--- src/rtl/bl_pkg.sv ---
package bl_pkg;
  typedef enum logic {
    CLS_EVENT = 1'b0,
    CLS_BASE  = 1'b1
  } sample_cls_e;
endpackage

--- src/rtl/bl_window_ctrl.sv ---
module bl_window_ctrl #(
  parameter int W         = 12,
  parameter int IN_LIMIT  = 512,
  parameter int OUT_LIMIT = 64
) (
  input  logic                clk,
  input  logic                rst_n,
  input  logic                take,
  input  logic [W-1:0]        sample,
  input  logic [W-1:0]        baseline,
  output logic                in_win,
  output logic signed [W:0]   diff,
  output logic [W-1:0]        half_width
);
  localparam int IN_CW  = $clog2(IN_LIMIT);
  localparam int OUT_CW = $clog2(OUT_LIMIT);
  localparam logic [W-1:0] HW_MIN = W'(1);
  localparam logic [W-1:0] HW_MAX = W'(1) << (W - 1);

  logic [W:0]        mag;
  logic [IN_CW-1:0]  in_cnt;
  logic [OUT_CW-1:0] out_cnt;
  logic              in_hit, out_hit, in_wrap, out_wrap;

  always_comb begin
    diff   = $signed({1'b0, sample}) - $signed({1'b0, baseline});
    mag    = diff[W] ? $unsigned(-diff) : $unsigned(diff);
    in_win = (mag <= {1'b0, half_width});
  end

  assign in_hit   = take && in_win;
  assign out_hit  = take && !in_win;
  assign in_wrap  = in_hit && (in_cnt == IN_CW'(IN_LIMIT - 1));
  assign out_wrap = out_hit && (out_cnt == OUT_CW'(OUT_LIMIT - 1));

  always_ff @(posedge clk) begin
    if (!rst_n) begin
      in_cnt     <= '0;
      out_cnt    <= '0;
      half_width <= HW_MIN;
    end else begin
      if (in_hit)  in_cnt  <= in_wrap  ? '0 : in_cnt + 1'b1;
      if (out_hit) out_cnt <= out_wrap ? '0 : out_cnt + 1'b1;
      if (in_wrap && half_width > HW_MIN)
        half_width <= half_width - 1'b1;
      else if (out_wrap && half_width < HW_MAX)
        half_width <= half_width + 1'b1;
    end
  end


  hw_range_chk: assert property (@(posedge clk) disable iff (!rst_n)
    (half_width >= HW_MIN) && (half_width <= HW_MAX));


  grow_only_on_out_chk: assert property (@(posedge clk) disable iff (!rst_n)
    (take && !in_win) |=> (half_width >= $past(half_width)));


  shrink_only_on_in_chk: assert property (@(posedge clk) disable iff (!rst_n)
    (take && in_win) |=> (half_width <= $past(half_width)));


  idle_hold_chk: assert property (@(posedge clk) disable iff (!rst_n)
    !take |=> $stable(half_width));
endmodule

--- src/rtl/bl_running_avg.sv ---
module bl_running_avg #(
  parameter int W          = 12,
  parameter int DEPTH_LOG2 = 6
) (
  input  logic         clk,
  input  logic         rst_n,
  input  logic         take,
  input  logic [W-1:0] push,
  output logic [W-1:0] baseline
);
  localparam int DEPTH = 1 << DEPTH_LOG2;
  localparam int AW    = W + DEPTH_LOG2;

  logic [W-1:0]          hist [DEPTH];
  logic [DEPTH_LOG2-1:0] ptr;
  logic [AW-1:0]         acc;

  always_ff @(posedge clk) begin
    if (!rst_n) begin
      for (int i = 0; i < DEPTH; i++) hist[i] <= '0;
      ptr <= '0;
      acc <= '0;
    end else if (take) begin
      hist[ptr] <= push;
      ptr       <= ptr + 1'b1;
      acc       <= acc + AW'(push) - AW'(hist[ptr]);
    end
  end

  assign baseline = acc[AW-1:DEPTH_LOG2];


  avg_idle_stable_chk: assert property (@(posedge clk) disable iff (!rst_n)
    !take |=> $stable(baseline));
endmodule

--- src/rtl/bl_settle_timer.sv ---
module bl_settle_timer #(
  parameter int unsigned COUNT = 1 << 20
) (
  input  logic clk,
  input  logic rst_n,
  input  logic take,
  output logic settled
);
  localparam int CW = $clog2(COUNT + 1);

  logic [CW-1:0] cnt;

  assign settled = (cnt == CW'(COUNT));

  always_ff @(posedge clk) begin
    if (!rst_n)                cnt <= '0;
    else if (take && !settled) cnt <= cnt + 1'b1;
  end


  settled_sticky_chk: assert property (@(posedge clk) disable iff (!rst_n)
    settled |=> settled);
endmodule

--- src/rtl/baseline_window_tracker.sv ---
module baseline_window_tracker #(
  parameter int SAMPLE_W  = 12,
  parameter int IN_LIMIT  = 512,
  parameter int OUT_LIMIT = 64,
  parameter int AVG_LOG2  = 6
) (
  input  logic                  clk,
  input  logic                  rst_n,
  input  logic                  s_valid,
  output logic                  s_ready,
  input  logic [SAMPLE_W-1:0]   s_sample,
  output logic                  m_valid,
  input  logic                  m_ready,
  output logic [SAMPLE_W:0]     m_diff,
  output logic                  m_in_window,
  output logic [SAMPLE_W-1:0]   half_width,
  output logic [SAMPLE_W-1:0]   baseline,
  output logic                  settled
);
  import bl_pkg::*;

  localparam int unsigned SETTLE_SAMPLES = IN_LIMIT * (2 ** (SAMPLE_W - 1));

  logic                  take, in_win;
  logic signed [SAMPLE_W:0] diff;
  logic [SAMPLE_W-1:0]   push;
  sample_cls_e           cls;

  assign s_ready = !m_valid || m_ready;
  assign take    = s_valid && s_ready;
  assign cls     = in_win ? CLS_BASE : CLS_EVENT;
  assign push    = (cls == CLS_BASE) ? s_sample : baseline;

  bl_window_ctrl #(.W(SAMPLE_W), .IN_LIMIT(IN_LIMIT), .OUT_LIMIT(OUT_LIMIT)) u_win (
    .clk(clk), .rst_n(rst_n), .take(take), .sample(s_sample), .baseline(baseline),
    .in_win(in_win), .diff(diff), .half_width(half_width)
  );

  bl_running_avg #(.W(SAMPLE_W), .DEPTH_LOG2(AVG_LOG2)) u_avg (
    .clk(clk), .rst_n(rst_n), .take(take), .push(push), .baseline(baseline)
  );

  bl_settle_timer #(.COUNT(SETTLE_SAMPLES)) u_settle (
    .clk(clk), .rst_n(rst_n), .take(take), .settled(settled)
  );

  always_ff @(posedge clk) begin
    if (!rst_n) begin
      m_valid     <= 1'b0;
      m_diff      <= '0;
      m_in_window <= 1'b0;
    end else if (take) begin
      m_valid     <= 1'b1;
      m_diff      <= diff;
      m_in_window <= (cls == CLS_BASE);
    end else if (m_ready) begin
      m_valid     <= 1'b0;
    end
  end


  out_hold_chk: assert property (@(posedge clk) disable iff (!rst_n)
    (m_valid && !m_ready) |=> (m_valid && $stable(m_diff) && $stable(m_in_window)));


  no_take_when_full_chk: assert property (@(posedge clk) disable iff (!rst_n)
    (m_valid && !m_ready) |-> !s_ready);
endmodule

--- config.mk ---
export PLATFORM = sky130hd
export DESIGN_NAME = baseline_window_tracker
export DESIGN_NICKNAME = d
export VERILOG_FILES = /design/src/rtl/bl_pkg.sv /design/src/rtl/bl_window_ctrl.sv /design/src/rtl/bl_running_avg.sv /design/src/rtl/bl_settle_timer.sv /design/src/rtl/baseline_window_tracker.sv
export SDC_FILE = /design/constraint.sdc
export NUM_CORES = 1
export LEC_CHECK = 0
export ABC_CLOCK_PERIOD_IN_PS = 13800
export CAP_MARGIN = 20
export CELL_PAD_IN_SITES_DETAIL_PLACEMENT = 1
export CELL_PAD_IN_SITES_GLOBAL_PLACEMENT = 1
export CORE_MARGIN = 1.5
export CORE_UTILIZATION = 40
export CTS_BUF_LIST = sky130_fd_sc_hd__clkbuf_4
export DETAILED_ROUTE_END_ITERATION = 8
export GPL_TIMING_DRIVEN = 1
export PLACE_DENSITY_LB_ADDON = 0.1
export SETUP_SLACK_MARGIN = 0.5
export SYNTH_ARGS = -nofsm -noshare
export SYNTH_HDL_FRONTEND = slang
export SYNTH_SLANG_ARGS = --single-unit
--- constraint.sdc ---
create_clock -name clk -period 13.8 [get_ports clk]
set_clock_uncertainty 0.2 [all_clocks]
set_input_delay 2.07 -clock clk [delete_from_list [all_inputs] [get_ports clk]]
set_output_delay 2.07 -clock clk [all_outputs]
set_load 0.05 [all_outputs]
==> impl_metrics.env, run 1 <==
export IMPL_status="finished clean"
export IMPL_drive_gt1_frac=0.223
export IMPL_antenna_found_initial=6
export IMPL_p_per_area_mw_per_mm2=187
export IMPL_async_flop_share=0
export IMPL_synth_area_leaders="edfxtp_1, mux4_2, nor2_1, dfxtp_1, nand2_1"
export IMPL_rows=116
export IMPL_clk_pin_slew_ns=0.06
export IMPL_final_max_slew_viol_count=0
export IMPL_r2r_end="u_avg.acc[17]"
export IMPL_grt_pass1_vias=27100
export IMPL_numCtsBuffers=231
export IMPL_required_ns=14.61
export IMPL_ys_seq_area_frac=0.619
export IMPL_cp_slowest_cell="o311ai_0"
export IMPL_setup_viol=0
export IMPL_grt_setup_unrepaired="false"
export IMPL_gp_congestion=0.818
export IMPL_vias_per_cell=5.54
export IMPL_grt_usage=0.230
export IMPL_crit_top_cell="a21oi_1"
export IMPL_synth_area_per_cell_um2=13.5
export IMPL_area_growth_pct=10.0
export IMPL_drt_iter0_drc=1959
export IMPL_synth_cell_types=74
export IMPL_grt_overflow=0
export IMPL_clock_sinks=861
export IMPL_syn_instance_count=2976
export IMPL_setup_ws_ns=3.38
export IMPL_syn_num_nets=3057
export IMPL_fp_dieH_um=320
export IMPL_worstPathArrival_ns=11.23
export IMPL_min_path_cells=2
export IMPL_cts_tree="yes"
export IMPL_wl_per_cell_um=25.5
export IMPL_ant_nets=0
export IMPL_hold_buffers=0
export IMPL_num_fill_cells=10200
export IMPL_min_path_type="flip-flop to flip-flop"
export IMPL_hpwlAfterDp_mm=72.0
export IMPL_ys_top_cells_by_count="nor2_1, edfxtp_1, mux4_2"
export IMPL_cap_violations=0
export IMPL_io_pins=57
export IMPL_cp_end_kind="flip-flop"
export IMPL_final_setup_tns_ns=0
export IMPL_start_kind="primary input"
export IMPL_leakage_nw=15.4
export IMPL_die_area_mm2=0.103
export IMPL_preCtsSetupSlack_ns=2.43
export IMPL_yosysWarnings=0
export IMPL_critical_path_class="primary input to flip-flop"
export IMPL_reg2reg_slack_ns=4.51
export IMPL_drc=0
export IMPL_final_util=0.443
export IMPL_cts_resized=0
export IMPL_hold_path_end="m_diff[6]"
export IMPL_cts_root_buffer="clkbuf_4"
export IMPL_first_pass_iters=5
export IMPL_synth_edff_count=768
export IMPL_post_cts_setup_buffers=0
export IMPL_yosys_area_top_type="edfxtp_1"
export IMPL_htreeDepth=4
export IMPL_die_x_um=320
export IMPL_synth_top_area_share=0.572
export IMPL_critPathMaxFanout=65
export IMPL_slew_headroom=0.265
export IMPL_cts_path_max_buffers=3
export IMPL_hold_viol=0
export IMPL_ff2ff_path_depth=33
export IMPL_reg2reg_from="u_avg.acc[6]"
export IMPL_holdCritStartpoint="m_diff[6]"
export IMPL_min_period_over_period=0.755
export IMPL_ys_seq_elements=861
export IMPL_yosysMostFrequentCell="nor2_1"
export IMPL_final_nets=3130
export IMPL_max_freq_mhz=96.0
export IMPL_clkLatencyLatePin_ns=1.13
export IMPL_max_stage_delay_ns=0.62
export IMPL_core_mm2=0.100
export IMPL_finalWirelength_mm=116
export IMPL_ys_flop_type="edfxtp_1"
export IMPL_period_needed_ns=10.42
export IMPL_ir_drop_uv=279
export IMPL_syn_area_mm2=0.0403
export IMPL_grt_start_max_net_pins=104
export IMPL_grt_pass1_wl_mm=174
export IMPL_num_vias=25100
export IMPL_worst_pin_slew_ns=1.09
export IMPL_initial_utilization=0.403
export IMPL_io_buffers=56
-- stage by stage --
stage          power, mW  std cells  hold slack (ns)  cell area (um2)
2_1_floorplan       5.46       2976            0.244            40300
3_3_place_gp        6.04       4111            0.252            41400
3_5_place_dp        6.13       4112            0.266            41400
4_1_cts             8.41       4518            0.274            44300
5_1_grt             8.80       4523            0.289            44300
6_report            8.30       4523            0.276            44300
-- cell families (layout without fill, tap and decap cells) --
group	after synthesis	in the layout	share of synthesized area
other	0	3	0
AND/OR/NAND/NOR	1235	1235	0.129
buffers and inverters	324	570	0.0441
flip-flops	861	861	0.619
multiplexers	262	262	0.144
adder cells (fa/ha/maj)	65	65	0.0226
XOR/XNOR	66	66	0.0143
AO/OA/AOI/OAI	163	163	0.0282
-- layout make-up --
type                    count  area (um2)  area share
flip-flops and latches    861       24900       0.563
multi-input cells        1791       13700       0.310
clock buffers             348        2610      0.0589
well taps                1298        1620      0.0366
repair buffers             96         872      0.0197
clock inverters            58         288     0.00649
inverters                  68         255     0.00576
diodes                      3        7.51    0.000169
-- state kept, by name, indices dropped and copies added, names as in the netlist, 6 cells and up, named ones only --
name,cells
u_avg.acc,18
u_win.out_cnt,6
u_settle.cnt,21
u_avg.ptr,6
u_win.half_width,12
u_avg.hist,768
m_diff,13
u_win.in_cnt,9
-- worst max-delay path: cells and delay by family --
| family | cells | cell delay [ns] |
|---|---|---|
| mux | 1 | 0.19 |
| buf+inv | 5 | 1.66 |
| simple gates | 4 | 0.70 |
| xor+xnor | 1 | 0.16 |
| compound gates | 19 | 4.70 |
| fa+ha+maj | 5 | 1.73 |
-- worst max-delay path by stage --
stage          cells after the start             to         from  slack (ns)
2_1_floorplan                     37  u_avg.acc[17]  s_sample[0]        4.60
4_1_cts                           35  u_avg.acc[17]  s_sample[0]        3.61
5_1_grt                           35  u_avg.acc[17]  s_sample[0]        2.73
3_3_place_gp                      35  u_avg.acc[17]  s_sample[0]        2.52
3_5_place_dp                      35  u_avg.acc[17]  s_sample[0]        2.43
6_report                          35  u_avg.acc[17]  s_sample[0]        3.38
-- routing by layer --
metal,routed length [um],GRT usage
met4,2540,0.0726
met2,56400,0.380
met5,0,0
met3,5560,0.0369
met1,51100,0.312
-- report_power, final --
part | internal [mW] | switching (mW) | total (mW)
logic | 0.850 | 2.16 | 3.01
registers | 2.97 | 0.0724 | 3.04
clock network | 1.16 | 1.09 | 2.25
-- cell usage in the layout, fill, tap and decap left out, types with 19 or more instances in the layout --
cell and instances:
xnor2_1 47, ha_1 52, mux4_2 252, nand3_1 46
nand2_1 198, o21ai_0 40, and2_1 47, edfxtp_1 768
clkdlybuf4s50_1 55, dfxtp_1 89, a21oi_1 26, buf_4 37
clkinv_1 42, and3_1 19, inv_1 58, clkbuf_4 349
nor2_1 822, a21boi_0 19, xor2_1 19
(Power assumes the default switching activity.)
==> run 2: changes to the inputs <==
Settings changed: ABC_CLOCK_PERIOD_IN_PS 13800 to 10850.
Clock period 13.8 ns to 10.85 ns, I/O delays scaled along.
==> impl_metrics.env, run 2 (synthesis gave the netlist of run 1 again) <==
export IMPL_status="finished clean"
export IMPL_grt_setup_unrepaired="false"
export IMPL_top_register="u_avg.hist"
export IMPL_regArea_mm2=0.0249
export IMPL_clk_pin_slew_ns=0.06
export IMPL_final_max_slew_viol_count=0
export IMPL_slew_headroom=0.262
export IMPL_final_common_cell="nor2_1"
export IMPL_numCtsBuffers=232
export IMPL_core_mm2=0.100
export IMPL_start_kind="primary input"
export IMPL_max_freq_mhz=111
export IMPL_cts_root_buffer="clkbuf_4"
export IMPL_largest_reg_flops=768
export IMPL_hold_viol=0
export IMPL_crit_top_cell="a21oi_1"
export IMPL_num_vias=25200
export IMPL_post_cts_setup_buffers=0
export IMPL_fin_area_mm2=0.0446
export IMPL_cts_tree="yes"
export IMPL_clock_sinks=861
export IMPL_hold_buffers=0
export IMPL_cp_slowest_cell="o311ai_0"
export IMPL_finalWirelength_mm=118
export IMPL_hpwlAfterDp_mm=71.8
export IMPL_pwr_share_comb=0.361
export IMPL_p_int_mw=6.57
export IMPL_p_per_area_mw_per_mm2=244
export IMPL_drt_iter0_drc=1839
export IMPL_drc=0
export IMPL_ir_drop_uv=572
export IMPL_wl_per_cell_um=25.9
export IMPL_vias_per_cell=5.56
export IMPL_worstPathArrival_ns=9.87
export IMPL_grt_overflow=0
export IMPL_worst_pin_slew_ns=1.10
export IMPL_final_nets=3131
export IMPL_antenna_found_initial=3
export IMPL_io_pins=57
export IMPL_sw_frac_of_total=0.397
export IMPL_die_area_mm2=0.103
export IMPL_grt_pass1_vias=26900
export IMPL_hold_worst_slack_ns=0.269
export IMPL_reg_top3="u_avg.hist x768, u_settle.cnt x21, u_avg.acc x18"
export IMPL_num_fill_cells=10300
export IMPL_period_needed_ns=9.03
export IMPL_critPathMaxFanout=13
export IMPL_area_growth_pct=10.8
export IMPL_io_buffers=56
export IMPL_ant_nets=0
export IMPL_leakage_nw=15.5
export IMPL_setup_viol=0
export IMPL_gp_congestion=0.805
export IMPL_cts_path_max_buffers=3
export IMPL_final_util=0.446
export IMPL_cap_violations=0
export IMPL_initial_utilization=0.403
export IMPL_grt_pass1_wl_mm=176
export IMPL_setup_ws_ns=1.82
export IMPL_rows=116
export IMPL_clkLatencyLatePin_ns=1.13
export IMPL_die_x_um=320
export IMPL_pwr_share_clk=0.285
export IMPL_final_setup_tns_ns=0
export IMPL_min_period_over_period=0.833
export IMPL_preCtsSetupSlack_ns=0.748
export IMPL_p_seq_frac=0.354
export IMPL_layout_common_cells="nor2_1, edfxtp_1, clkbuf_4, mux4_2, nand2_1"
export IMPL_multi_input_area_mm2=0.0137
export IMPL_placed_area_mm2=0.0414
export IMPL_cts_resized=0
export IMPL_drive_gt1_frac=0.226
export IMPL_grt_start_max_net_pins=99
export IMPL_cp_end_kind="flip-flop"
export IMPL_p_switching_mw=4.33
export IMPL_critical_path_class="primary input to flip-flop"
export IMPL_max_stage_delay_ns=0.61
export IMPL_required_ns=11.68
export IMPL_min_path_type="flip-flop to flip-flop"
export IMPL_fp_dieH_um=320
export IMPL_htreeDepth=4
export IMPL_grt_usage=0.233
export IMPL_first_pass_iters=5
==> run 2: path summary, 6_finish.rpt <==
kind | start | end | slack (ns) | depth (start not counted)
worst max register to register | u_avg.acc[6] | u_avg.acc[17] | 2.47 | 33
worst min register to register | m_diff[6] | m_diff[6] | 0.27 | 2
worst max-delay path | s_sample[0] | u_avg.acc[17] | 1.82 | 35
worst min-delay path | m_diff[6] | m_diff[6] | 0.27 | 2
==> run 2: area by class of cell <==
class                           count  area share
Clock buffer                      353      0.0594
Sequential cell                   861       0.559
Timing Repair Buffer               96      0.0202
Antenna cell                        4    0.000224
Multi-Input combinational cell   1791       0.308
Clock inverter                     62      0.0118
Inverter                           68     0.00572
Tap cell                         1298      0.0364
==> run 2: critical path: cells and delay by family <==
family,cells,cell delay [ns]
adder cells (fa/ha/maj),5,1.71
AND/OR/NAND/NOR,6,0.88
AO/OA/AOI/OAI,20,4.73
multiplexers,1,0.20
buffers and inverters,3,0.69
==> run 2: metrics by stage <==
| stage | power (mW) | instances |
|---|---|---|
| after floorplan | 6.95 | 2976 |
| after global placement | 7.76 | 4113 |
| after detailed placement | 7.87 | 4114 |
| after CTS | 11.0 | 4529 |
| after global routing | 11.5 | 4532 |
| final | 10.9 | 4533 |
==> run 2: power by group through the flow <==
| stage | Clock (mW) | Combinational (mW) | Sequential [mW] |
|---|---|---|---|
| after floorplan | 0 | 3.03 | 3.92 |
| after global placement | 0 | 3.84 | 3.92 |
| after detailed placement | 0 | 3.94 | 3.94 |
| after CTS | 3.20 | 3.95 | 3.86 |
| after global routing | 3.35 | 4.27 | 3.88 |
| final | 3.11 | 3.93 | 3.86 |
==> run 2: per-layer routing <==
| metal | global-route usage | vias to the layer above | wire length (um) |
|---|---|---|---|
| li1 | - | 11100 | - |
| met1 | 0.323 | 13300 | 53000 |
| met2 | 0.374 | 687 | 56500 |
| met3 | 0.0404 | 145 | 5690 |
| met4 | 0.0706 | 0 | 2380 |
| met5 | 0 | - | 0 |
==> run 3: changes to the inputs <==
Settings changed: ABC_CLOCK_PERIOD_IN_PS 10850 to 8900.
Clock period 10.85 ns to 8.9 ns, I/O delays scaled along.
==> impl_metrics.env, run 3 (synthesis gave the netlist of run 1 again) <==
export IMPL_status="finished clean"
export IMPL_clkLatencyLatePin_ns=1.14
export IMPL_antenna_found_initial=4
export IMPL_num_fill_cells=10200
export IMPL_grt_setup_unrepaired="false"
export IMPL_final_nets=3150
export IMPL_critPathMaxFanout=13
export IMPL_drive_gt1_frac=0.232
export IMPL_htreeDepth=4
export IMPL_fp_dieH_um=320
export IMPL_grt_pass1_vias=26800
export IMPL_cp_slowest_cell="clkdlybuf4s50_1"
export IMPL_grt_usage=0.236
export IMPL_worst_pin_slew_ns=1.06
export IMPL_wl_per_cell_um=26.2
export IMPL_min_period_over_period=0.873
export IMPL_clock_sinks=861
export IMPL_rows=116
export IMPL_worstPathArrival_ns=8.59
export IMPL_cap_violations=0
export IMPL_die_x_um=320
export IMPL_grt_overflow=0
export IMPL_min_path_type="flip-flop to flip-flop"
export IMPL_p_per_area_mw_per_mm2=297
export IMPL_period_needed_ns=7.77
export IMPL_final_max_slew_viol_count=0
export IMPL_crit_top_cell="a21oi_1"
export IMPL_final_setup_tns_ns=0
export IMPL_ir_drop_uv=538
export IMPL_reg_top3="u_avg.hist x768, u_settle.cnt x21, u_avg.acc x18"
export IMPL_required_ns=9.73
export IMPL_max_freq_mhz=129
export IMPL_ant_nets=0
export IMPL_slew_headroom=0.290
export IMPL_start_kind="primary input"
export IMPL_drt_iter0_drc=2185
export IMPL_die_area_mm2=0.103
export IMPL_drc=0
export IMPL_grt_start_max_net_pins=79
export IMPL_hold_worst_slack_ns=0.268
export IMPL_grt_pass1_wl_mm=177
export IMPL_num_vias=25300
export IMPL_layout_common_cells="nor2_1, edfxtp_1, clkbuf_4, mux4_2, nand2_1"
export IMPL_leakage_nw=15.6
export IMPL_placed_area_mm2=0.0416
export IMPL_cts_tree="yes"
export IMPL_critical_path_class="primary input to flip-flop"
export IMPL_core_mm2=0.100
export IMPL_cts_root_buffer="clkbuf_4"
export IMPL_reg2reg_slack_ns=1.33
export IMPL_ff2ff_path_depth=33
export IMPL_holdCritStartpoint="m_in_window"
export IMPL_final_common_cell="nor2_1"
export IMPL_max_stage_delay_ns=0.52
export IMPL_finalWirelength_mm=119
export IMPL_hold_path_end="m_in_window"
export IMPL_first_pass_iters=5
export IMPL_gp_congestion=0.792
export IMPL_r2r_end="u_avg.acc[17]"
export IMPL_hold_viol=0
export IMPL_cts_path_max_buffers=3
export IMPL_top_register="u_avg.hist"
export IMPL_fin_area_mm2=0.0447
export IMPL_cp_end_kind="flip-flop"
export IMPL_numCtsBuffers=232
export IMPL_clk_pin_slew_ns=0.06
export IMPL_io_buffers=56
export IMPL_hpwlAfterDp_mm=73.2
export IMPL_min_path_cells=2
export IMPL_largest_reg_flops=768
export IMPL_vias_per_cell=5.55
export IMPL_setup_viol=0
export IMPL_reg2reg_from="u_avg.acc[6]"
export IMPL_initial_utilization=0.403
export IMPL_area_growth_pct=10.9
export IMPL_io_pins=57
## run 3: worst max-delay path by stage
stage / start / endpoint / slack, ns / cells after the start
final: s_sample[0] / u_avg.acc[17] / 1.13 / 37
after global routing: s_sample[0] / u_avg.acc[17] / 0.51 / 36
after global placement: s_sample[0] / u_avg.acc[17] / -0.004 / 35
after floorplan: s_sample[0] / u_avg.acc[17] / 0.57 / 37
after CTS: s_sample[0] / u_avg.acc[17] / 1.07 / 37
after detailed placement: s_sample[0] / u_avg.acc[17] / -0.14 / 37
## run 3: power by group
part | switching [mW] | internal, mW | total, mW
sequential | 0.115 | 4.60 | 4.72
combinational | 3.48 | 1.41 | 4.89
clock | 1.71 | 1.97 | 3.68
## run 3: timing repair
action | in CTS | in global routing
hold buffers | 0 | 0
setup endpoints to repair | 0 | 2
setup buffers | 0 | 1
resized for setup | 0 | 2
## run 3: critical path, delay by kind of cell
kind / cells / cell delay [ns]
compound gates: 19 / 3.45
fa+ha+maj: 5 / 1.70
mux: 1 / 0.23
buf+inv: 5 / 1.02
simple gates: 7 / 0.89
## run 3: layout make-up
type / instances / area, um2 / area share
flip-flops and latches: 861 / 24900 / 0.558
multi-input cells: 1791 / 13700 / 0.307
clock buffers: 360 / 2700 / 0.0605
well taps: 1298 / 1620 / 0.0363
repair buffers: 115 / 1090 / 0.0244
clock inverters: 51 / 360 / 0.00806
inverters: 68 / 255 / 0.00571
diodes: 4 / 10.0 / 0.000224
## run 3: through the flow
stage / utilization / instances / worst slack [ns] / power [mW]
after detailed placement: 0.416 / 4131 / -0.137 / 9.71
after floorplan: - / 2976 / 0.571 / 8.47
final: 0.447 / 4548 / 1.13 / 13.3
after global routing: 0.447 / 4546 / 0.514 / 14.0
after CTS: 0.447 / 4542 / 1.07 / 13.4
after global placement: 0.416 / 4129 / -0.00399 / 9.59
## run 3: metal layers
| layer | vias to the layer above | global-route usage | routed length [um] |
|---|---|---|---|
| met2 | 713 | 0.384 | 57700 |
| met1 | 13300 | 0.322 | 52100 |
| met3 | 185 | 0.0421 | 6520 |
| met5 | - | 0 | 0 |
| met4 | 0 | 0.0707 | 2720 |
| li1 | 11100 | - | - |
